--- src/rtl/tdo_pkg.sv ---
package tdo_pkg;

    typedef enum logic [2:0] {
        ST_OWN  = 3'd0,
        ST_CTL  = 3'd1,
        ST_BUF  = 3'd2,
        ST_NXT  = 3'd3,
        ST_XFER = 3'd4,
        ST_WB   = 3'd5,
        ST_STOP = 3'd6
    } tdo_state_e;

    localparam int OWN_BIT = 31;
    localparam int IRQ_BIT = 31;
    localparam int FS_BIT  = 30;
    localparam int LS_BIT  = 29;

    localparam int WORD_BYTES = 4;

endpackage

--- src/rtl/tdo_frame_track.sv ---
module tdo_frame_track (
    input  logic clk,
    input  logic rst_n,
    input  logic eval,
    input  logic seg_first,
    input  logic seg_last,
    output logic accept,
    output logic drop,
    output logic err
);

    typedef struct packed {
        logic open;
        logic err;
    } trk_t;

    trk_t trk_d, trk_q;

    always_comb begin
        trk_d  = trk_q;
        accept = seg_first | trk_q.open;
        drop   = eval & seg_first & trk_q.open;
        if (eval) begin
            if (accept) begin
                trk_d.open = ~seg_last;
            end
            if ((seg_first & trk_q.open) | (~seg_first & ~trk_q.open)) begin
                trk_d.err = 1'b1;
            end
        end
    end

    always_ff @(posedge clk) begin
        if (!rst_n) begin
            trk_q <= '0;
        end else begin
            trk_q <= trk_d;
        end
    end

    assign err = trk_q.err;

    AST_ERR_STICKY: assert property (@(posedge clk) disable iff (!rst_n)
        err |=> err);
    AST_DROP_FLAGS_ERR: assert property (@(posedge clk) disable iff (!rst_n)
        drop |=> err);

endmodule

--- src/rtl/tdo_irq.sv ---
module tdo_irq (
    input  logic clk,
    input  logic rst_n,
    input  logic fire,
    input  logic clr,
    output logic pulse,
    output logic status
);

    typedef struct packed {
        logic pulse;
        logic status;
    } irq_t;

    irq_t irq_d, irq_q;

    always_comb begin
        irq_d.pulse  = fire;
        irq_d.status = fire | (irq_q.status & ~clr);
    end

    always_ff @(posedge clk) begin
        if (!rst_n) begin
            irq_q <= '0;
        end else begin
            irq_q <= irq_d;
        end
    end

    assign pulse  = irq_q.pulse;
    assign status = irq_q.status;

    AST_IRQ_ONE_CYCLE: assert property (@(posedge clk) disable iff (!rst_n)
        pulse |=> !pulse);
    AST_STATUS_WITH_PULSE: assert property (@(posedge clk) disable iff (!rst_n)
        pulse |-> status);

endmodule

--- src/rtl/tx_desc_owner.sv ---
module tx_desc_owner #(
    parameter int AW = 32,
    parameter int LEN_W = 11,
    parameter logic [AW-1:0] RING_BASE = 'h100
) (
    input  logic             clk,
    input  logic             rst_n,
    input  logic             poll_req,
    output logic             mem_req,
    output logic             mem_we,
    output logic [AW-1:0]    mem_addr,
    output logic [31:0]      mem_wdata,
    input  logic             mem_ack,
    input  logic [31:0]      mem_rdata,
    output logic             mv_valid,
    output logic [AW-1:0]    mv_addr,
    output logic [LEN_W-1:0] mv_len,
    output logic             mv_first,
    output logic             mv_last,
    input  logic             mv_done,
    output logic             mv_drop,
    output logic             irq_pulse,
    output logic             irq_status,
    input  logic             irq_clr,
    output logic             frame_err
);
    import tdo_pkg::*;

    localparam logic [AW-1:0] OFF_CTL = AW'(WORD_BYTES);
    localparam logic [AW-1:0] OFF_BUF = AW'(2 * WORD_BYTES);
    localparam logic [AW-1:0] OFF_NXT = AW'(3 * WORD_BYTES);

    typedef struct packed {
        tdo_state_e       st;
        logic [AW-1:0]    cur;
        logic [AW-1:0]    nxt;
        logic [AW-1:0]    buf_a;
        logic [LEN_W-1:0] len;
        logic             irq_req;
        logic             seg_f;
        logic             seg_l;
        logic             fire;
    } ctx_t;

    ctx_t ctx_d, ctx_q;
    logic eval, accept, wb_done;

    tdo_frame_track u_trk (
        .clk       (clk),
        .rst_n     (rst_n),
        .eval      (eval),
        .seg_first (ctx_q.seg_f),
        .seg_last  (ctx_q.seg_l),
        .accept    (accept),
        .drop      (mv_drop),
        .err       (frame_err)
    );

    tdo_irq u_irq (
        .clk    (clk),
        .rst_n  (rst_n),
        .fire   (wb_done & ctx_q.fire),
        .clr    (irq_clr),
        .pulse  (irq_pulse),
        .status (irq_status)
    );

    always_comb begin
        ctx_d     = ctx_q;
        mem_req   = 1'b0;
        mem_we    = 1'b0;
        mem_addr  = ctx_q.cur;
        mem_wdata = '0;
        mv_valid  = 1'b0;
        eval      = 1'b0;
        wb_done   = 1'b0;
        unique case (ctx_q.st)
            ST_OWN: begin
                mem_req = 1'b1;
                if (mem_ack) begin
                    ctx_d.st = mem_rdata[OWN_BIT] ? ST_CTL : ST_STOP;
                end
            end
            ST_CTL: begin
                mem_req  = 1'b1;
                mem_addr = ctx_q.cur + OFF_CTL;
                if (mem_ack) begin
                    ctx_d.irq_req = mem_rdata[IRQ_BIT];
                    ctx_d.seg_f   = mem_rdata[FS_BIT];
                    ctx_d.seg_l   = mem_rdata[LS_BIT];
                    ctx_d.len     = mem_rdata[LEN_W-1:0];
                    ctx_d.st      = ST_BUF;
                end
            end
            ST_BUF: begin
                mem_req  = 1'b1;
                mem_addr = ctx_q.cur + OFF_BUF;
                if (mem_ack) begin
                    ctx_d.buf_a = mem_rdata[AW-1:0];
                    ctx_d.st    = ST_NXT;
                end
            end
            ST_NXT: begin
                mem_req  = 1'b1;
                mem_addr = ctx_q.cur + OFF_NXT;
                if (mem_ack) begin
                    eval       = 1'b1;
                    ctx_d.nxt  = {mem_rdata[AW-1:2], 2'b00};
                    ctx_d.fire = accept & ctx_q.seg_l & ctx_q.irq_req;
                    ctx_d.st   = (accept && ctx_q.len != '0) ? ST_XFER : ST_WB;
                end
            end
            ST_XFER: begin
                mv_valid = 1'b1;
                if (mv_done) begin
                    ctx_d.st = ST_WB;
                end
            end
            ST_WB: begin
                mem_req = 1'b1;
                mem_we  = 1'b1;
                if (mem_ack) begin
                    wb_done   = 1'b1;
                    ctx_d.cur = ctx_q.nxt;
                    ctx_d.st  = ST_OWN;
                end
            end
            ST_STOP: begin
                if (poll_req) begin
                    ctx_d.st = ST_OWN;
                end
            end
            default: ctx_d.st = ST_STOP;
        endcase
    end

    always_ff @(posedge clk) begin
        if (!rst_n) begin
            ctx_q     <= '0;
            ctx_q.st  <= ST_OWN;
            ctx_q.cur <= {RING_BASE[AW-1:2], 2'b00};
        end else begin
            ctx_q <= ctx_d;
        end
    end

    assign mv_addr  = ctx_q.buf_a;
    assign mv_len   = ctx_q.len;
    assign mv_first = ctx_q.seg_f;
    assign mv_last  = ctx_q.seg_l;

    // Checker state: a descriptor is held between its control read and its write-back.
    logic pend_q;
    always_ff @(posedge clk) begin
        if (!rst_n) begin
            pend_q <= 1'b0;
        end else if (mem_req && mem_ack && mem_we) begin
            pend_q <= 1'b0;
        end else if (mem_req && mem_ack && (mem_addr == ctx_q.cur + OFF_CTL)) begin
            pend_q <= 1'b1;
        end
    end

    AST_WB_BEFORE_FETCH: assert property (@(posedge clk) disable iff (!rst_n)
        (mem_req && !mem_we && mem_addr == ctx_q.cur && pend_q) |-> 1'b0);
    AST_WB_ZERO_WORD: assert property (@(posedge clk) disable iff (!rst_n)
        (mem_req && mem_we) |-> (mem_wdata == 32'd0));
    AST_MEM_HOLD: assert property (@(posedge clk) disable iff (!rst_n)
        (mem_req && !mem_ack) |=> (mem_req && $stable(mem_addr) && $stable(mem_we) && $stable(mem_wdata)));
    AST_MV_HOLD: assert property (@(posedge clk) disable iff (!rst_n)
        (mv_valid && !mv_done) |=> (mv_valid && $stable(mv_addr) && $stable(mv_len) && $stable(mv_first) && $stable(mv_last)));
    AST_ALIGNED: assert property (@(posedge clk) disable iff (!rst_n)
        mem_req |-> (mem_addr[1:0] == 2'b00));
    AST_NO_EMPTY_XFER: assert property (@(posedge clk) disable iff (!rst_n)
        mv_valid |-> (mv_len != '0));

endmodule

--- config.mk ---
export PLATFORM = sky130hd
export DESIGN_NAME = tx_desc_owner
export DESIGN_NICKNAME = d
export VERILOG_FILES = /design/src/rtl/tdo_pkg.sv /design/src/rtl/tdo_frame_track.sv /design/src/rtl/tdo_irq.sv /design/src/rtl/tx_desc_owner.sv
export SDC_FILE = /design/constraint.sdc
export NUM_CORES = 1
export LEC_CHECK = 0
export BUFFER_PORTS_ARGS = -buffer_cell sky130_fd_sc_hd__buf_2
export CAP_MARGIN = 0
export CORE_MARGIN = 2
export CORE_UTILIZATION = 57
export CTS_CLUSTER_SIZE = 14
export DETAILED_ROUTE_END_ITERATION = 16
export PLACE_DENSITY = 0.91
export SLEW_MARGIN = 20
export SYNTH_ARGS = -nofsm -noshare
export SYNTH_HDL_FRONTEND = slang
export SYNTH_SLANG_ARGS = --single-unit
--- constraint.sdc ---
create_clock -name clk -period 4.5 [get_ports clk]
set_input_delay 0.225 -clock clk [delete_from_list [all_inputs] [get_ports clk]]
set_output_delay 0.225 -clock clk [all_outputs]
set_load 0.02 [all_outputs]
==> out/metrics.yaml <==
run_status:
  status: "completed"
min_path:
  min_path_type: "input port to register"
setup_path:
  slowest_delay_ns: 0.92
  worst_path_max_delay_cell: "dfxtp_1"
  critPathKind: "register to primary output"
  endpoint_kind: "primary output"
  critPathMaxFanout: 27
  crit_chain: "and3b_1 -> xor2_1 -> ha_1 -> a22oi_1 -> nor2_1 -> nand3b_2 -> nor4_1 -> xor2_1 -> buf_2"
  crit_top_cell: "xor2_1"
  timing.reg2reg.setup_slack_ns: 1.90
  worstPathRequired_ns: 4.28
  start_kind: "register"
  crit_arrival_ns: 3.33
global_routing:
  overflow: 0
  antenna_found_initial: 0
  grt_pass1_vias: 4921
  grt_pass1_wl_mm: 24.5
  grt.total_usage_pct: 27.9
  grt_max_degree: 70
timing:
  final.setup.tns_ns: 0
  worst_pin_slew_ns: 1.02
  drv_slew: 0
  fmax_ghz: 0.281
  whs_ns: 0.0179
  hold_viol: 0
  min_period_ns: 3.56
  fin_crit_sh_pct: 79.0
  slew_headroom_pct: 32.3
  setup_ws_ns: 0.943
  rsz0062_at_grt: "false"
  skew_ns: 0.00517
  setup_viol: 0
route:
  vias: 5266
  totalWireLength_mm: 15.2
  first_pass_iters: 6
  drtIter0Drc: 463
  remaining_drc_errors: 0
  wl_per_cell_um: 15.8
  drtAntennaViolNets: 0
  routed_via_density: 5.46
placement:
  dpl.hpwl_mm: 9.59
  gp_congestion: 0.929
  place_ws_ns: 1.56
  port_buffers: 119
  placed_cells: 903
finish:
  seqCellArea_um2: 2280
  syn2layout_area_growth_pct: 18.5
  n_antenna_cell: 0
  nets: 861
  drive_above_1_share_pct: 20.1
  layout_common_cells: "231 x nand2_1, 119 x buf_2, 114 x dfxtp_1, 100 x a21boi_0, 34 x conb_1"
  layout_commonest_cell: "nand2_1"
  fillers: 738
  instances_no_fill: 964
  multi_input_area_um2: 2870
clock_tree:
  clockBufferDepth: 2
  ctsRootBufferMaster: "clkbuf_8"
  numCtsBuffers: 17
  path_clk_slew_ns: 0.05
  clk_latency_ns: 0.51
  tritoncts: "yes"
  post-cts-setup-buffers: 0
  clock-sinks: 114
  htree_levels: 4
synth:
  synth-async-reset-ratio_pct: 0
  yosys_warnings: 0
  synth-seq-area-share_pct: 39.3
  synth_area_um2: 5810
  ys_types: 53
  syn_avg_cell_area_um2: 7.94
  synth_edf_count: 0
  ys.flop_type: "dfxtp_1"
  ys_ff_latch: 114
  synth_cells: 732
floorplanning:
  num_rows: 36
  core_um2: 9820
  initial_core_util_pct: 59.2
  io_pins: 154
  dieArea_um2: 11000
  die_h_um: 105
  die_w_um: 105
power:
  p_leak_nw: 2.90
  p_total_mw: 2.65
  p_per_area_nw_per_um2: 384
  peakVddDrop_uv: 326
job:
  cap_viol_max_count: 0
## registers in the layout (all words and copies together), names as in the netlist
| name | count |
|---|---|
| ctx_q | 65 |
| mv_addr | 32 |
| mv_len | 11 |
| mv_first | 1 |
| mv_last | 1 |
| u_irq.pulse | 1 |
| u_irq.status | 1 |
| u_trk.err | 1 |
| u_trk.trk_q | 1 |
## cells by family (layout without fill, tap and decap cells)
kind of cell | Yosys count | after routing | synth area share [%]
other | 1 | 34 | 0.0645
AOI/OAI and AO/OA | 135 | 135 | 17.2
muxes | 1 | 1 | 0.172
and+or+nand+nor | 318 | 318 | 24.2
xor gates and xnor gates | 29 | 29 | 4.37
DFF | 114 | 114 | 39.3
adders and majority gates | 5 | 5 | 0.991
buffers and inverters | 129 | 195 | 13.7
## cell type report
class                      count  area share [%]
clock buffer                  20            6.47
clock inverter                10            1.96
inverter                       7           0.382
multi-input combinational    522            41.6
sequential                   114            33.1
tap                          133            2.42
timing repair buffer         158            14.0
## metrics by stage
step	utilization (%)	area (µm²)
3_5_place_dp	61.1	6000
2_1_floorplan	-	5930
3_3_place_gp	61.1	6000
6_report	70.1	6890
4_1_cts	70.1	6890
5_1_grt	70.1	6890
## critical path, delay by kind of cell (launching register included)
kind	cells	cell delay, ns
AO/OA/AOI/OAI	1	0.08
XOR/XNOR	2	0.36
adder cells (fa/ha/maj)	1	0.19
buffers and inverters	1	0.19
flip-flops	1	0.92
AND/OR/NAND/NOR	4	1.08
## repair_timing
item | 4_1_cts | 5_1_grt
resized for setup | 0 | 0
hold endpoints to repair | 59 | 0
hold buffers | 31 | 0
## layer usage
layer | up-vias | GRT usage (%) | share of wire [%]
met5 | - | 0 | 0
met4 | 0 | 15.0 | 5.0
met3 | 71 | 8.17 | 8.7
met2 | 296 | 45.8 | 48
met1 | 2409 | 32.8 | 38
li1 | 2490 | - | -
## power breakdown
part | leakage (nW) | switching, mW | internal (mW) | total, mW
Clock | 0.275 | 0.454 | 0.862 | 1.32
Combinational | 1.71 | 0.170 | 0.0942 | 0.264
Sequential | 0.921 | 0.0321 | 1.04 | 1.07
Total | 2.90 | 0.656 | 1.99 | 2.65
## cell usage after synthesis, drive strengths merged, types with 2 or more instances
cell	number	area share (%)
a21boi	105	14
dfxtp	114	39
nor3b	2	0.34
xor2	16	2.4
nand3b	2	0.32
nor4b	2	0.67
and4	2	0.30
nor4	5	0.54
or3	2	0.22
ha	3	0.65
nor3	9	0.78
xnor2	13	2.0
inv	7	0.45
nand4	16	2.0
nor2	21	1.4
clkbuf	31	2.0
a31o	2	0.30
o211a	2	0.34
buf	91	11
maj3	2	0.34
a21o	2	0.26
a21oi	9	0.78
and2	2	0.22
o21ai	4	0.34
and3	10	1.1
nand2	231	15
nand3	9	0.78
a31oi	2	0.22
## worst paths after layout
kind | depth (start not counted) | to | start
worst max-delay path | 9 | mem_addr[30] | ctx_q[113]
worst min-delay path | 3 | mv_addr[12] | mem_rdata[12]
worst max register to register | 5 | mv_addr[13] | ctx_q[112]
worst min register to register | 2 | mv_addr[23] | mv_addr[23]
No activity file was read; power rests on OpenSTA's default activity.
